**config.mk**
```make
export PLATFORM = sky130hd
export DESIGN_NAME = mod_timer
export DESIGN_NICKNAME = d
export VERILOG_FILES = /design/src/rtl/mod_timer_pkg.sv /design/src/rtl/tmr_clk_select.sv /design/src/rtl/tmr_prescaler.sv /design/src/rtl/tmr_count_core.sv /design/src/rtl/tmr_regs.sv /design/src/rtl/mod_timer.sv
export SDC_FILE = /design/constraint.sdc
export NUM_CORES = 1
export LEC_CHECK = 0
export BUFFER_PORTS_ARGS = -buffer_cell sky130_fd_sc_hd__buf_4
export CORE_MARGIN = 2
export CORE_UTILIZATION = 60
export CTS_CLUSTER_SIZE = 10
export DETAILED_ROUTE_END_ITERATION = 12
export PLACE_DENSITY = 0.81
export SYNTH_ARGS = -nofsm -noshare
export SYNTH_HDL_FRONTEND = slang
export SYNTH_SLANG_ARGS = --single-unit
```
**constraint.sdc**
```tcl
create_clock -name clk_i -period 2.8 [get_ports clk_i]
set_input_delay 0.28 -clock clk_i [delete_from_list [all_inputs] [get_ports clk_i]]
set_output_delay 0.28 -clock clk_i [all_outputs]
set_load 0.01 [all_outputs]
```
**src/rtl/mod_timer_pkg.sv**
```systemverilog
package mod_timer_pkg;
  localparam int CNT_W = 16;
  localparam int PS_W  = 3;

  typedef enum logic [1:0] {
    SRC_OFF   = 2'b00,
    SRC_BUS   = 2'b01,
    SRC_FIXED = 2'b10,
    SRC_EXT   = 2'b11
  } clk_src_e;

  typedef struct packed {
    logic            flag;
    logic            irq_en;
    logic            updown;
    clk_src_e        src;
    logic [PS_W-1:0] ps;
  } ctrl_t;

  localparam logic [1:0] ADDR_CTRL = 2'd0;
  localparam logic [1:0] ADDR_MOD  = 2'd1;
  localparam logic [1:0] ADDR_CNT  = 2'd2;
endpackage

```
**src/rtl/tmr_clk_select.sv**
```systemverilog
module tmr_clk_select
  import mod_timer_pkg::*;
#(
  parameter int SYNC_STAGES = 2
) (
  input  logic     clk_i,
  input  logic     rst_ni,
  input  clk_src_e src_i,
  input  logic     fixed_tick_i,
  input  logic     ext_clk_i,
  output logic     tick_o
);
  localparam int SH_W = SYNC_STAGES + 1;
  logic [SH_W-1:0] sync_q;
  logic ext_rise;

  always_ff @(posedge clk_i or negedge rst_ni) begin
    if (!rst_ni) sync_q <= '0;
    else         sync_q <= {sync_q[SH_W-2:0], ext_clk_i};
  end

  assign ext_rise = sync_q[SH_W-2] & ~sync_q[SH_W-1];

  always_comb begin
    unique case (src_i)
      SRC_OFF:   tick_o = 1'b0;
      SRC_BUS:   tick_o = 1'b1;
      SRC_FIXED: tick_o = fixed_tick_i;
      SRC_EXT:   tick_o = ext_rise;
      default:   tick_o = 1'b0;
    endcase
  end

  assert_src_off_R9: assert property (@(posedge clk_i) disable iff (!rst_ni)
    (src_i == SRC_OFF) |-> !tick_o);
endmodule

```
**src/rtl/tmr_prescaler.sv**
```systemverilog
module tmr_prescaler #(
  parameter int PS_W = 3
) (
  input  logic            clk_i,
  input  logic            rst_ni,
  input  logic            clr_i,
  input  logic [PS_W-1:0] ps_i,
  input  logic            tick_i,
  output logic            tick_o
);
  localparam int DIV_W = (1 << PS_W) - 1;
  logic [DIV_W-1:0] div_q, mask;

  always_comb begin
    for (int i = 0; i < DIV_W; i++) mask[i] = (i < int'(ps_i));
  end

  always_ff @(posedge clk_i or negedge rst_ni) begin
    if (!rst_ni)     div_q <= '0;
    else if (clr_i)  div_q <= '0;
    else if (tick_i) div_q <= div_q + 1'b1;
  end

  assign tick_o = tick_i && ((div_q & mask) == mask);

  assert_out_needs_in_R10: assert property (@(posedge clk_i) disable iff (!rst_ni)
    tick_o |-> tick_i);
endmodule

```
**src/rtl/tmr_count_core.sv**
```systemverilog
module tmr_count_core #(
  parameter int CNT_W = 16
) (
  input  logic             clk_i,
  input  logic             rst_ni,
  input  logic             clr_i,
  input  logic             tick_i,
  input  logic             updown_i,
  input  logic [CNT_W-1:0] modulo_i,
  output logic [CNT_W-1:0] cnt_o,
  output logic             ovf_o
);
  logic [CNT_W-1:0] cnt_q, top;
  logic down_q;

  assign top   = (modulo_i == '0) ? '1 : modulo_i;
  assign ovf_o = tick_i && !clr_i && !down_q && (cnt_q == top);
  assign cnt_o = cnt_q;

  always_ff @(posedge clk_i or negedge rst_ni) begin
    if (!rst_ni) begin
      cnt_q  <= '0;
      down_q <= 1'b0;
    end else if (clr_i) begin
      cnt_q  <= '0;
      down_q <= 1'b0;
    end else begin
      if (!updown_i) down_q <= 1'b0;
      if (tick_i) begin
        if (!updown_i) begin
          cnt_q <= (cnt_q == top) ? '0 : cnt_q + 1'b1;
        end else if (!down_q) begin
          if (cnt_q == top) begin
            cnt_q  <= cnt_q - 1'b1;
            down_q <= 1'b1;
          end else begin
            cnt_q <= cnt_q + 1'b1;
          end
        end else if (cnt_q == '0) begin
          cnt_q  <= cnt_q + 1'b1;
          down_q <= 1'b0;
        end else begin
          cnt_q <= cnt_q - 1'b1;
        end
      end
    end
  end

  assert_hold_no_tick_R9: assert property (@(posedge clk_i) disable iff (!rst_ni)
    (!tick_i && !clr_i) |=> $stable(cnt_q));
  assert_up_wrap_R3: assert property (@(posedge clk_i) disable iff (!rst_ni)
    (tick_i && !clr_i && !updown_i && cnt_q == top) |=> (cnt_q == '0));
endmodule

```
**src/rtl/tmr_regs.sv**
```systemverilog
module tmr_regs
  import mod_timer_pkg::*;
#(
  parameter int CNT_W = 16
) (
  input  logic             clk_i,
  input  logic             rst_ni,
  input  logic [1:0]       addr_i,
  input  logic             wr_i,
  input  logic             rd_i,
  input  logic [15:0]      wdata_i,
  input  logic             ovf_i,
  output ctrl_t            ctrl_o,
  output logic [CNT_W-1:0] modulo_o
);
  ctrl_t ctrl_q;
  logic armed_q, wr_ctrl, clr_ok;

  assign wr_ctrl = wr_i && (addr_i == ADDR_CTRL);
  assign clr_ok  = wr_ctrl && armed_q && !wdata_i[7];

  always_ff @(posedge clk_i or negedge rst_ni) begin
    if (!rst_ni) begin
      ctrl_q   <= '0;
      armed_q  <= 1'b0;
      modulo_o <= '0;
    end else begin
      if (wr_ctrl) begin
        ctrl_q.irq_en <= wdata_i[6];
        ctrl_q.updown <= wdata_i[5];
        ctrl_q.src    <= clk_src_e'(wdata_i[4:3]);
        ctrl_q.ps     <= wdata_i[2:0];
      end
      if (ovf_i)       ctrl_q.flag <= 1'b1;
      else if (clr_ok) ctrl_q.flag <= 1'b0;

      if (ovf_i || wr_ctrl) armed_q <= 1'b0;
      else if (rd_i && addr_i == ADDR_CTRL && ctrl_q.flag) armed_q <= 1'b1;

      if (wr_i && addr_i == ADDR_MOD) modulo_o <= wdata_i[CNT_W-1:0];
    end
  end

  assign ctrl_o = ctrl_q;

  assert_flag_on_ovf_R4: assert property (@(posedge clk_i) disable iff (!rst_ni)
    ovf_i |=> ctrl_q.flag);
  assert_flag_fall_armed_R5: assert property (@(posedge clk_i) disable iff (!rst_ni)
    $fell(ctrl_q.flag) |-> $past(wr_ctrl && armed_q && !wdata_i[7] && !ovf_i));
endmodule

```
**src/rtl/mod_timer.sv**
```systemverilog
module mod_timer
  import mod_timer_pkg::*;
(
  input  logic        clk_i,
  input  logic        rst_ni,
  input  logic [1:0]  bus_addr_i,
  input  logic        bus_wr_i,
  input  logic        bus_rd_i,
  input  logic [15:0] bus_wdata_i,
  output logic [15:0] bus_rdata_o,
  input  logic        fixed_tick_i,
  input  logic        ext_clk_i,
  output logic        irq_o
);
  ctrl_t ctrl;
  logic [CNT_W-1:0] modulo, cnt;
  logic src_tick, pre_tick, ovf, cnt_clr;

  assign cnt_clr = bus_wr_i && (bus_addr_i == ADDR_CNT);

  tmr_regs #(.CNT_W(CNT_W)) regs_i (
    .clk_i(clk_i), .rst_ni(rst_ni), .addr_i(bus_addr_i), .wr_i(bus_wr_i),
    .rd_i(bus_rd_i), .wdata_i(bus_wdata_i), .ovf_i(ovf),
    .ctrl_o(ctrl), .modulo_o(modulo));

  tmr_clk_select #(.SYNC_STAGES(2)) csel_i (
    .clk_i(clk_i), .rst_ni(rst_ni), .src_i(ctrl.src),
    .fixed_tick_i(fixed_tick_i), .ext_clk_i(ext_clk_i), .tick_o(src_tick));

  tmr_prescaler #(.PS_W(PS_W)) pre_i (
    .clk_i(clk_i), .rst_ni(rst_ni), .clr_i(cnt_clr), .ps_i(ctrl.ps),
    .tick_i(src_tick), .tick_o(pre_tick));

  tmr_count_core #(.CNT_W(CNT_W)) core_i (
    .clk_i(clk_i), .rst_ni(rst_ni), .clr_i(cnt_clr), .tick_i(pre_tick),
    .updown_i(ctrl.updown), .modulo_i(modulo), .cnt_o(cnt), .ovf_o(ovf));

  always_comb begin
    unique case (bus_addr_i)
      ADDR_CTRL: bus_rdata_o = {8'h00, ctrl};
      ADDR_MOD:  bus_rdata_o = 16'(modulo);
      ADDR_CNT:  bus_rdata_o = 16'(cnt);
      default:   bus_rdata_o = '0;
    endcase
  end

  assign irq_o = ctrl.flag & ctrl.irq_en;
endmodule

```
# After elaboration in Yosys (flattened, before gate mapping)
# Index checks and enable logic that the tools add are counted.
[word_totals]
input_bits = 24
word_cells = 78
register_bits = 52
output_inout_bits = 17
[op_classes]
eq_ne = 7
mux = 23
n_lt_le_gt_ge = 7
reduce_logical = 23
n_addsub = 3
bitwise_logic = 4
[ops]
columns = ["op", "n"]
rows = [
  ["two-way mux 16 bit", 8],
  ["one-hot mux 16 bit (3 select lines)", 1],
  ["zero test 16 bit", 2],
  ["adder 16 x 1 -> 16 bit, second input constant", 1],
  ["== test 16 bit", 1],
  ["subtractor 16 x 1 -> 16 bit, second input constant", 1],
  ["two-way mux 7 bit", 2],
  ["logical AND 1 bit", 11],
  ["two-way mux 1 bit", 11],
  ["less-than comparator 3 bit, first input constant", 3],
  ["nonzero test 2 bit", 4],
  ["adder 7 x 1 -> 7 bit, second input constant", 1],
  ["bitwise AND 7 bit", 1],
  ["== test 7 bit", 1],
  ["== test 2 bit, second input constant", 3],
  ["less-than comparator 1 x 3 -> 1 bit, first input constant", 2],
  ["less-than comparator 2 x 3 -> 1 bit, first input constant", 2],
  ["== test 2 x 1 -> 1 bit, second input constant", 2],
  ["zero test 2 bit", 2],
  ["one-hot mux 1 bit (4 select lines)", 1],
  ["zero test 1 bit", 3],
  ["bitwise AND 1 bit", 2],
  ["logical OR 1 bit", 1],
  ["inverter 1 bit", 1],
]

# Longest topological paths before layout
# Gate-level depths: netlist of the first run.
[logic_depth]
ltp_word = 9
ltp_mapped = 10
mapped_depth_nobuf = 8

# Modules after synthesis
# From an unflattened synthesis of the first run, not the netlist that was laid out.
[unflattened]
hier_cells = 401
area_unflattened_um2 = 3860.0
[modules_own_cells]
columns = ["mod", "cells_per_inst", "area_each_um2", "instances", "seq_area_each_um2"]
rows = [
  ["tmr_count_core", 265, 2084.5, 1, 425.4],
  ["tmr_regs", 57, 975.9, 1, 625.6],
  ["tmr_prescaler", 40, 379.1, 1, 175.2],
  ["mod_timer", 33, 327.8, 1, 0.0],
  ["tmr_clk_select", 6, 92.6, 1, 75.1],
]

# Worst setup path after synthesis of the first run
# OpenSTA, ideal clock, no wires.
[synth_path]
kind = "register to register"
start = "register regs_i.modulo_o[0]"
end = "register core_i.cnt_q[11] (netlist: core_i.cnt_o[11])"
setup_ns = 0.126
period_less_slack_ns = 2.156
path_slack_ns = 0.644
t_required_ns = 2.674
n_path_buf = 0
stages_incl_launch_ff = 8
t_arrival_ns = 2.030
path_cell_list = "dfrtp_1 > nor4_4 > nand4_2 > o22ai_1 > o2111ai_2 > o211a_1 > and3_1 > a221o_1"
[synth_between]
elab_chain_cells = 8
word_cells_on_any_way = 9
cone_classes = "eq/ne: 1; mux: 7; reduce/logical: 1"
[synth_rtl]
columns = ["item", "line_no", "source"]
rows = [
  ["start: declaration", "tmr_regs.sv:14", "output logic [CNT_W-1:0] modulo_o"],
  ["start signal: assignment", "tmr_regs.sv:40", "if (wr_i && addr_i == ADDR_MOD) modulo_o <= wdata_i[CNT_W-1:0];"],
  ["zero test 16 bit", "tmr_count_core.sv:16", "assign top = (modulo_i == '0) ? '1 : modulo_i;"],
  ["two-way mux 16 bit (*)", "tmr_count_core.sv:16", ""],
  ["== test 16 bit (*)", "tmr_count_core.sv:31, tmr_count_core.sv:33", ""],
  ["two-way mux 16 bit", "tmr_count_core.sv:33", "if (cnt_q == top) begin"],
  ["two-way mux 16 bit", "tmr_count_core.sv:32", "end else if (!down_q) begin"],
  ["two-way mux 16 bit (*)", "tmr_count_core.sv:30", "if (!updown_i) begin"],
  ["two-way mux 16 bit (*)", "tmr_count_core.sv:29", "if (tick_i) begin"],
  ["two-way mux 16 bit (*)", "tmr_count_core.sv:24", "end else if (clr_i) begin"],
  ["end signal: assignment", "tmr_count_core.sv:31", "cnt_q <= (cnt_q == top) ? '0 : cnt_q + 1'b1;"],
  ["end signal: assignment", "tmr_count_core.sv:34", "cnt_q <= cnt_q - 1'b1;"],
  ["end signal: assignment", "tmr_count_core.sv:37", "cnt_q <= cnt_q + 1'b1;"],
  ["end: declaration", "tmr_count_core.sv:13", "logic [CNT_W-1:0] cnt_q, top;"],
]
# Every way passes the cells marked *; elsewhere a longest branch is shown, timed or not. The select of a mux whose other input is x is not followed.
# A chain may end at the register's enable or synchronous reset.

# Worst setup path after layout of the first run
[layout_path]
start = "register core_i.cnt_q[3] (netlist: core_i.cnt_o[3])"
end = "register core_i.cnt_q[11] (netlist: core_i.cnt_o[11])"
[layout_between]
elab_chain_cells = 6
word_cells_on_any_way = 11
cone_classes = "add/sub: 2; eq/ne: 1; mux: 7; reduce/logical: 1"
[layout_rtl]
columns = ["item", "line_no"]
rows = [
  ["adder 16 x 1 -> 16 bit (tied with other cells)", "tmr_count_core.sv:31, tmr_count_core.sv:37, tmr_count_core.sv:40"],
  ["two-way mux 16 bit (on tied branches)", "tmr_count_core.sv:33, tmr_count_core.sv:39"],
  ["two-way mux 16 bit", "tmr_count_core.sv:32"],
  ["two-way mux 16 bit (*)", "tmr_count_core.sv:30"],
  ["two-way mux 16 bit (*)", "tmr_count_core.sv:29"],
  ["two-way mux 16 bit (*)", "tmr_count_core.sv:24"],
]
# Marks and branches as above.

==> results of run 1 <==
[routing by layer]
layer / GRT usage (%) / share of wire [%] / up-vias
met3: 4.550 / 8.1 / 28
met5: 0 / 0 / -
li1: - / - / 1641
met1: 42.41 / 42 / 1746
met2: 50.40 / 47 / 219
met4: 12.61 / 2.6 / 0
[power by group through the flow]
stage | logic [W] | clock network (W) | registers [W]
after CTS | 0.000890 | 0.000489 | 0.00116
final | 0.000902 | 0.000484 | 0.00118
after global routing | 0.000994 | 0.000517 | 0.00120
after floorplan | 0.000724 | 0 | 0.00103
after detailed placement | 0.000881 | 0 | 0.00118
after global placement | 0.000866 | 0 | 0.00117
[path summary, 6_finish.rpt]
| check | from | endpoint | slack, ns | depth (start not counted) |
|---|---|---|---|---|
| worst max-delay path | core_i.cnt_o[3]$_DFFE_PN0P_ | core_i.cnt_o[11]$_DFFE_PN0P_ | 0.20 | 8 |
| worst min-delay path | rst_ni | core_i.cnt_o[8]$_DFFE_PN0P_ | -0.04 | 1 |
| worst max register to register | core_i.cnt_o[3]$_DFFE_PN0P_ | core_i.cnt_o[11]$_DFFE_PN0P_ | 0.20 | 8 |
| worst min register to register | csel_i.sync_q[0]$_DFF_PN0_ | csel_i.sync_q[1]$_DFF_PN0_ | 0.37 | 0 |
| max in group asynchronous | rst_ni | core_i.cnt_o[2]$_DFFE_PN0P_ | 2.30 | 1 |
| min in group clk_i | ext_clk_i | csel_i.sync_q[0]$_DFF_PN0_ | 0.05 | 1 |
[what timing repair did]
item,CTS,global route
gates resized for setup,0,3
setup endpoints to repair,0,6
hold buffers,0,0
[registers in the layout, indices dropped and copies added, names as in the netlist]
signal / cells
csel_i.sync_q: 3
regs_i.modulo_o: 16
pre_i.div_q: 7
regs_i.ctrl_o: 8
core_i.cnt_o: 16
regs_i.armed_q: 1
core_i.down_q: 1
[layout by cell type (no fill, tap or decap), types with 5 or more instances in the layout]
| master | n |
|---|---|
| and3_1 | 5 |
| and4_1 | 5 |
| o21ai_0 | 20 |
| xnor2_1 | 13 |
| or3_1 | 6 |
| a31oi_1 | 7 |
| nand4_1 | 8 |
| dfrtp_1 | 49 |
| mux2_2 | 23 |
| nor3_1 | 8 |
| xor2_1 | 19 |
| nand2_1 | 45 |
| o22ai_1 | 5 |
| a21oi_1 | 7 |
| nand3_1 | 19 |
| mux2i_1 | 10 |
| a22o_1 | 8 |
| nand2b_1 | 5 |
| o211ai_1 | 7 |
| buf_4 | 57 |
| nor4_1 | 9 |
| clkbuf_8 | 5 |
| inv_1 | 12 |
| nor2_1 | 29 |
| and2_1 | 6 |
| nor2b_1 | 5 |
[worst max-delay path: stages (launching register included)]
cell	delay [ns]
dfrtp_1	0.50
buf_4	0.23
nand2_1	0.13
nor3_2	0.38
and3_1	0.25
o2111ai_2	0.26
o211a_1	0.33
and3_1	0.17
a221o_1	0.26
[kinds of logic after synthesis]
logic type / Yosys count
fa+ha+maj: 4
flops: 52
buf+inv: 40
compound gates: 92
mux: 33
simple gates: 173
xor+xnor: 32
[through the flow]
| step | hold slack [ns] | util, % | cell area (sq um) | setup slack [ns] | cells |
|---|---|---|---|---|---|
| after floorplan | -0.01559 | - | 3830 | 0.6438 | 426 |
| after global placement | 0.3429 | 67.15 | 4215 | 0.1563 | 532 |
| after detailed placement | 0.3379 | 67.15 | 4215 | 0.1169 | 532 |
| after CTS | 0.01038 | 68.71 | 4313 | 0.1332 | 540 |
| after global routing | 0.02646 | 68.77 | 4317 | 0.06364 | 540 |
| final | -0.03649 | 68.77 | 4317 | 0.2001 | 540 |
[cell type report]
type                    count  area, sq um
well taps                  77        96.34
inverters                  12        45.04
clock buffers               5        68.82
flip-flops and latches     52         1305
fillers                   484         1961
multi-input cells         334         2345
clock inverters             3        28.78
repair buffers             57        427.9
==> impl_metrics.toml, run 1 <==
[routing]
routed_via_density = 6.730
route.antenna.remaining_nets = 0
post_drt_wl_per_cell_microns = 19.77
drt_pre_antenna_iters = 5
drc = 0
route.vias.total = 3634
wirelength_mm = 10.68
drt_iter0_drc = 323

[timing]
worst_clock_skew_ns = 0.01064
post-route-min-period_ns = 2.600
final.hold.worst_slack_ns = -0.03649
max_freq_ghz = 0.3846
rsz0062_at_grt = "no"
relSlewSlack_pct = 37.29
timing_hold_violations_final = 16
share_of_the_clock_period_used_by_the_worst_path_after_layout_pct = 92.85
worst-slew-pin-transition_ns = 0.9406
fin_setup_tns_ns = 0
final_max_slew_viol_count = 0
finalSetupViolations = 0

[die]
design.portCount = 41
fp.dieH_microns = 83.90
area_enclosed_by_the_die_boundary_sq_um = 7038
floorplan.initialDensity_pct = 61.01
die_w_microns = 83.90
core.rowCount = 29
core_area_sq_um = 6277

[synth]
synthCells = 426
post_synth_instance_area_sq_um = 3830
synth_xor_area_share_pct = 7.318
ys_seq_area_share_pct = 33.98
netlist_top_cells_count = "52 x dfrtp_1, 45 x nand2_1, 29 x nor2_1, 23 x mux2_2, 20 x o21ai_0"
postSynthAreaPerCell_sq_um = 8.990
proportion_of_synthesized_flip_flops_having_asynchronous_set_or_reset_pct = 100.0
synth_largest_area_cell = "dfrtp_1"
ys_seq_elements = 52
yosysMostFrequentCell = "dfrtp_1"
netlist_top_cells_area = "dfrtp_1 34%, mux2_2 6.8%, nand2_1 4.4%, xor2_1 4.3%, xnor2_1 3.0%"
synth_top_family_by_area = "simple AND/OR/NAND/NOR gates"
synth-compound-area-share_pct = 17.61
synth_edf_count = 0
synth_cell_types = 65
post_synth_mux_area_share_pct = 9.376
synthesis.nets = 454
adder_and_majority_cell_fraction_of_the_synthesized_area_pct = 1.307
synth_warnings = 0
dominantRegCellSynth = "dfrtp_1"
area_fraction_in_and_or_nand_and_nor_cells_after_synthesis_pct = 25.61
synth_top_area_share_pct = 33.98

[final_layout]
nNetsFinal = 490
post_route_cells_drive_above_1_share_pct = 23.97
antenna_cell_count = 0
area_growth_pct = 12.71

[clock_network]
cts_num_sinks = 52
clk_path_buf_depth = 2
post_cts_buffers = 0
clockRootBuffer = "clkbuf_8"
cts_made_buffers = 5
clock_insertion_delay_worst_skew_ns = 0.32
cts-htree-levels = 2
tritoncts = "yes"
cts.reportedPaths.clkPinSlew_ns = 0.11

[status]
status = "finished, violations left"
failed_checks = "hold timing"

[power]
worst_ir_drop_vdd_mv = 0.5275
power_switching_share_pct = 41.79
cellInternalPower_w = 0.001493
power_density_nw_per_um2 = 594.0
leakagePower_nw = 1.814
switching_power_w = 0.001071
power_frac_clock_pct = 18.9
power_frac_comb_pct = 35.2
p_total_w = 0.002564
seq_power_share_pct = 45.9

[grt]
grt.overflow.total = 0
antenna_violations_before_repair = 0
vias_in_the_first_global_route = 3594
globalRouteTotalUtil_pct = 31.28
largest_net_degree_at_the_start_of_global_routing = 53
grt_pass1_wl_mm = 17.75

[worst_setup_path]
setup.worst_path.end_class = "register"
kind_of_start_point_of_the_critical_path = "register"
worst_ep_arrival_time_ns = 2.82
critPathRequiredTime_ns = 3.02
timing.setup.critical_path_class = "register to register"
worst-path-max-fanout = 10

[placement]
gp_routability_congestion = 1.002
port_buffers = 40
place_hpwl_mm = 7.896

[min_path]
hp-class = "input pin to async pin"

[job]
maxCapViolCount = 0
Power figures use the tool's default switching activity.
==> inputs of run 2 (changes only) <==
PLACE_DENSITY = default   (was 0.81)
PLACE_DENSITY_LB_ADDON = 0.3   (was default)
==> run 2 against run 1 <==
Effect of this change:
- the flow still finishes with violations (hold timing)
- core utilization rose by 0.18 points
- critical endpoint is now core_i.cnt_o[15]$_DFFE_PN0P_
- clock-buffer cell count did not move
- non-clock buffer count rose by 2
- sequential cell count did not move
- setup slack got worse by 0.022 ns
- maximum frequency fell by 0.85%
- worst hold slack improved by 0.010 ns
- die area did not move
==> impl_metrics.toml, run 2 (same netlist as run 1, synthesis figures left out) <==
[status]
status = "finished, violations left"
failed_checks = "hold timing"

[die]
design.portCount = 41
core_area_sq_um = 6277
floorplan.initialDensity_pct = 61.01
area_enclosed_by_the_die_boundary_sq_um = 7038
fp.dieH_microns = 83.90
die_w_microns = 83.90
core.rowCount = 29

[timing]
final.hold.worst_slack_ns = -0.02611
relSlewSlack_pct = 32.87
post-route-min-period_ns = 2.622
worst_clock_skew_ns = 0.007520
max_freq_ghz = 0.3814
timing_hold_violations_final = 12
rsz0062_at_grt = "no"
finalSetupViolations = 0
share_of_the_clock_period_used_by_the_worst_path_after_layout_pct = 93.65
final_max_slew_viol_count = 0
worst-slew-pin-transition_ns = 1.007
fin_setup_tns_ns = 0

[grt]
globalRouteTotalUtil_pct = 31.25
largest_net_degree_at_the_start_of_global_routing = 53
antenna_violations_before_repair = 0
grt_pass1_wl_mm = 17.73
grt.overflow.total = 0
vias_in_the_first_global_route = 3537

[worst_setup_path]
timing.setup.critical_path_class = "register to register"
timing.reg2reg.setup_slack_ns = 0.18
worstReg2RegStart = "regs_i.modulo_o[3]$_DFFE_PN0P_"
rr_endpoint = "core_i.cnt_o[15]$_DFFE_PN0P_"
kind_of_start_point_of_the_critical_path = "register"
worstPathCellList = "nor4_2, nand4_2, o22ai_1, o2111ai_2, o21ai_4, buf_4, nand3_1, a32oi_1"
setup.worst_path.end_class = "register"
critPathRequiredTime_ns = 3.04
worst_ep_arrival_time_ns = 2.86
worst_path_largest_cell_delay_ns = 0.45
worst-path-max-fanout = 7
worst-r2r-cell-count = 8
critical_path.slowest_cell = "dfrtp_1"

[clock_network]
tritoncts = "yes"
post_cts_buffers = 0
cts.reportedPaths.clkPinSlew_ns = 0.11
clock_insertion_delay_worst_skew_ns = 0.32
holdBufCountCts = 0
cts-htree-levels = 2
cts_made_buffers = 5
clockRootBuffer = "clkbuf_8"
clk_path_buf_depth = 2
cts_resized = 0
cts_num_sinks = 52

[placement]
port_buffers = 40
gp_routability_congestion = 1.002
place_hpwl_mm = 8.080

[routing]
drc = 0
drt_pre_antenna_iters = 5
routed_via_density = 6.679
dr.max_layer_used = "met4"
met3_length_microns = 746
wirelength_met1_mm = 4.483
drt_iter0_drc = 374
post_drt_wl_per_cell_microns = 19.64
wirelength_mm = 10.64
wl_met2_mm = 5.109
route.antenna.remaining_nets = 0
route.vias.total = 3620

[power]
leakagePower_nw = 1.820
p_total_w = 0.002579
switching_power_w = 0.001077
power_density_nw_per_um2 = 596.0
power_frac_comb_pct = 37.4
seq_power_share_pct = 44.6
power_frac_clock_pct = 18.0
cellInternalPower_w = 0.001503
power_switching_share_pct = 41.74
worst_ir_drop_vdd_mv = 0.4468

[final_layout]
fillerInstances = 513
antenna_cell_count = 0
area_growth_pct = 13.00
post_route_cells_drive_above_1_share_pct = 23.66
nNetsFinal = 492
layout_common_cells = "59 x buf_4, 52 x dfrtp_1, 45 x nand2_1, 29 x nor2_1, 23 x mux2_2"
final_common_cell = "buf_4"

[job]
maxCapViolCount = 0

[min_path]
hp-class = "input pin to async pin"
==> run 2: changes by cell type in the layout (fill, tap and decap cells not counted) <==
| cell | previous run | this run |
|---|---|---|
| dfrtp_1 | 49 | 52 |
| inv_8 | 1 | 0 |
| clkinvlp_4 | 0 | 1 |
| o21ai_2 | 1 | 0 |
| inv_6 | 2 | 1 |
| o21ai_4 | 0 | 1 |
| buf_4 | 57 | 59 |
| dfrtp_2 | 3 | 0 |
| clkinv_2 | 0 | 1 |
==> run 2: worst max path at each step <==
stage | startpoint | end | slack, ns | depth (start not counted)
2_1_floorplan | regs_i.modulo_o[0]$_DFFE_PN0P_ | core_i.cnt_o[11]$_DFFE_PN0P_ | 0.64 | 7
3_3_place_gp | bus_addr_i[1] | core_i.cnt_o[5]$_DFFE_PN0P_ | 0.27 | 7
3_5_place_dp | regs_i.modulo_o[0]$_DFFE_PN0P_ | core_i.cnt_o[15]$_DFFE_PN0P_ | 0.21 | 8
4_1_cts | regs_i.modulo_o[0]$_DFFE_PN0P_ | core_i.cnt_o[14]$_DFFE_PN0P_ | 0.19 | 8
5_1_grt | regs_i.modulo_o[0]$_DFFE_PN0P_ | core_i.cnt_o[14]$_DFFE_PN0P_ | 0.01 | 8
6_report | regs_i.modulo_o[3]$_DFFE_PN0P_ | core_i.cnt_o[15]$_DFFE_PN0P_ | 0.18 | 8
==> run 2: metal layers <==
layer	global-route usage, %	vias to the layer above
met4	11.73	0
met1	40.79	1750
met5	0	-
met2	51.93	190
met3	5.539	33
li1	-	1647
==> run 2: area by class of cell <==
class                      count  area [sq um]  share of cell area (%)
clock buffer                   5         68.82                   1.590
multi-input combinational    334          2352                   54.35
tap                           77         96.34                   2.226
timing repair buffer          59         442.9                   10.23
inverter                      12         45.04                   1.041
sequential                    52          1301                   30.07
clock inverter                 3         21.27                  0.4915
==> run 2: metrics by stage <==
stage	util, %	std cells	setup WS, ns	area [sq um]
detailed placement	67.39	534	0.2099	4230
CTS	68.83	542	0.1924	4320
finish	68.95	542	0.1779	4328
global route	68.95	542	0.01212	4328
global placement	67.39	534	0.2682	4230
floorplan	-	426	0.6438	3830
==> run 2: power by group through the flow <==
stage	combinational, W	clock (W)	sequential [W]
global placement	0.000924	0	0.00116
CTS	0.000953	0.000463	0.00115
floorplan	0.000724	0	0.00103
finish	0.000966	0.000463	0.00115
detailed placement	0.000948	0	0.00116
global route	0.00106	0.000492	0.00117
==> run 2: worst max-delay path: cells and delay by family (launching register included) <==
kind,cells,cell delay (ns)
buffers and inverters,1,0.21
DFF,1,0.45
AOI/OAI and AO/OA,4,1.25
and+or+nand+nor,3,0.63
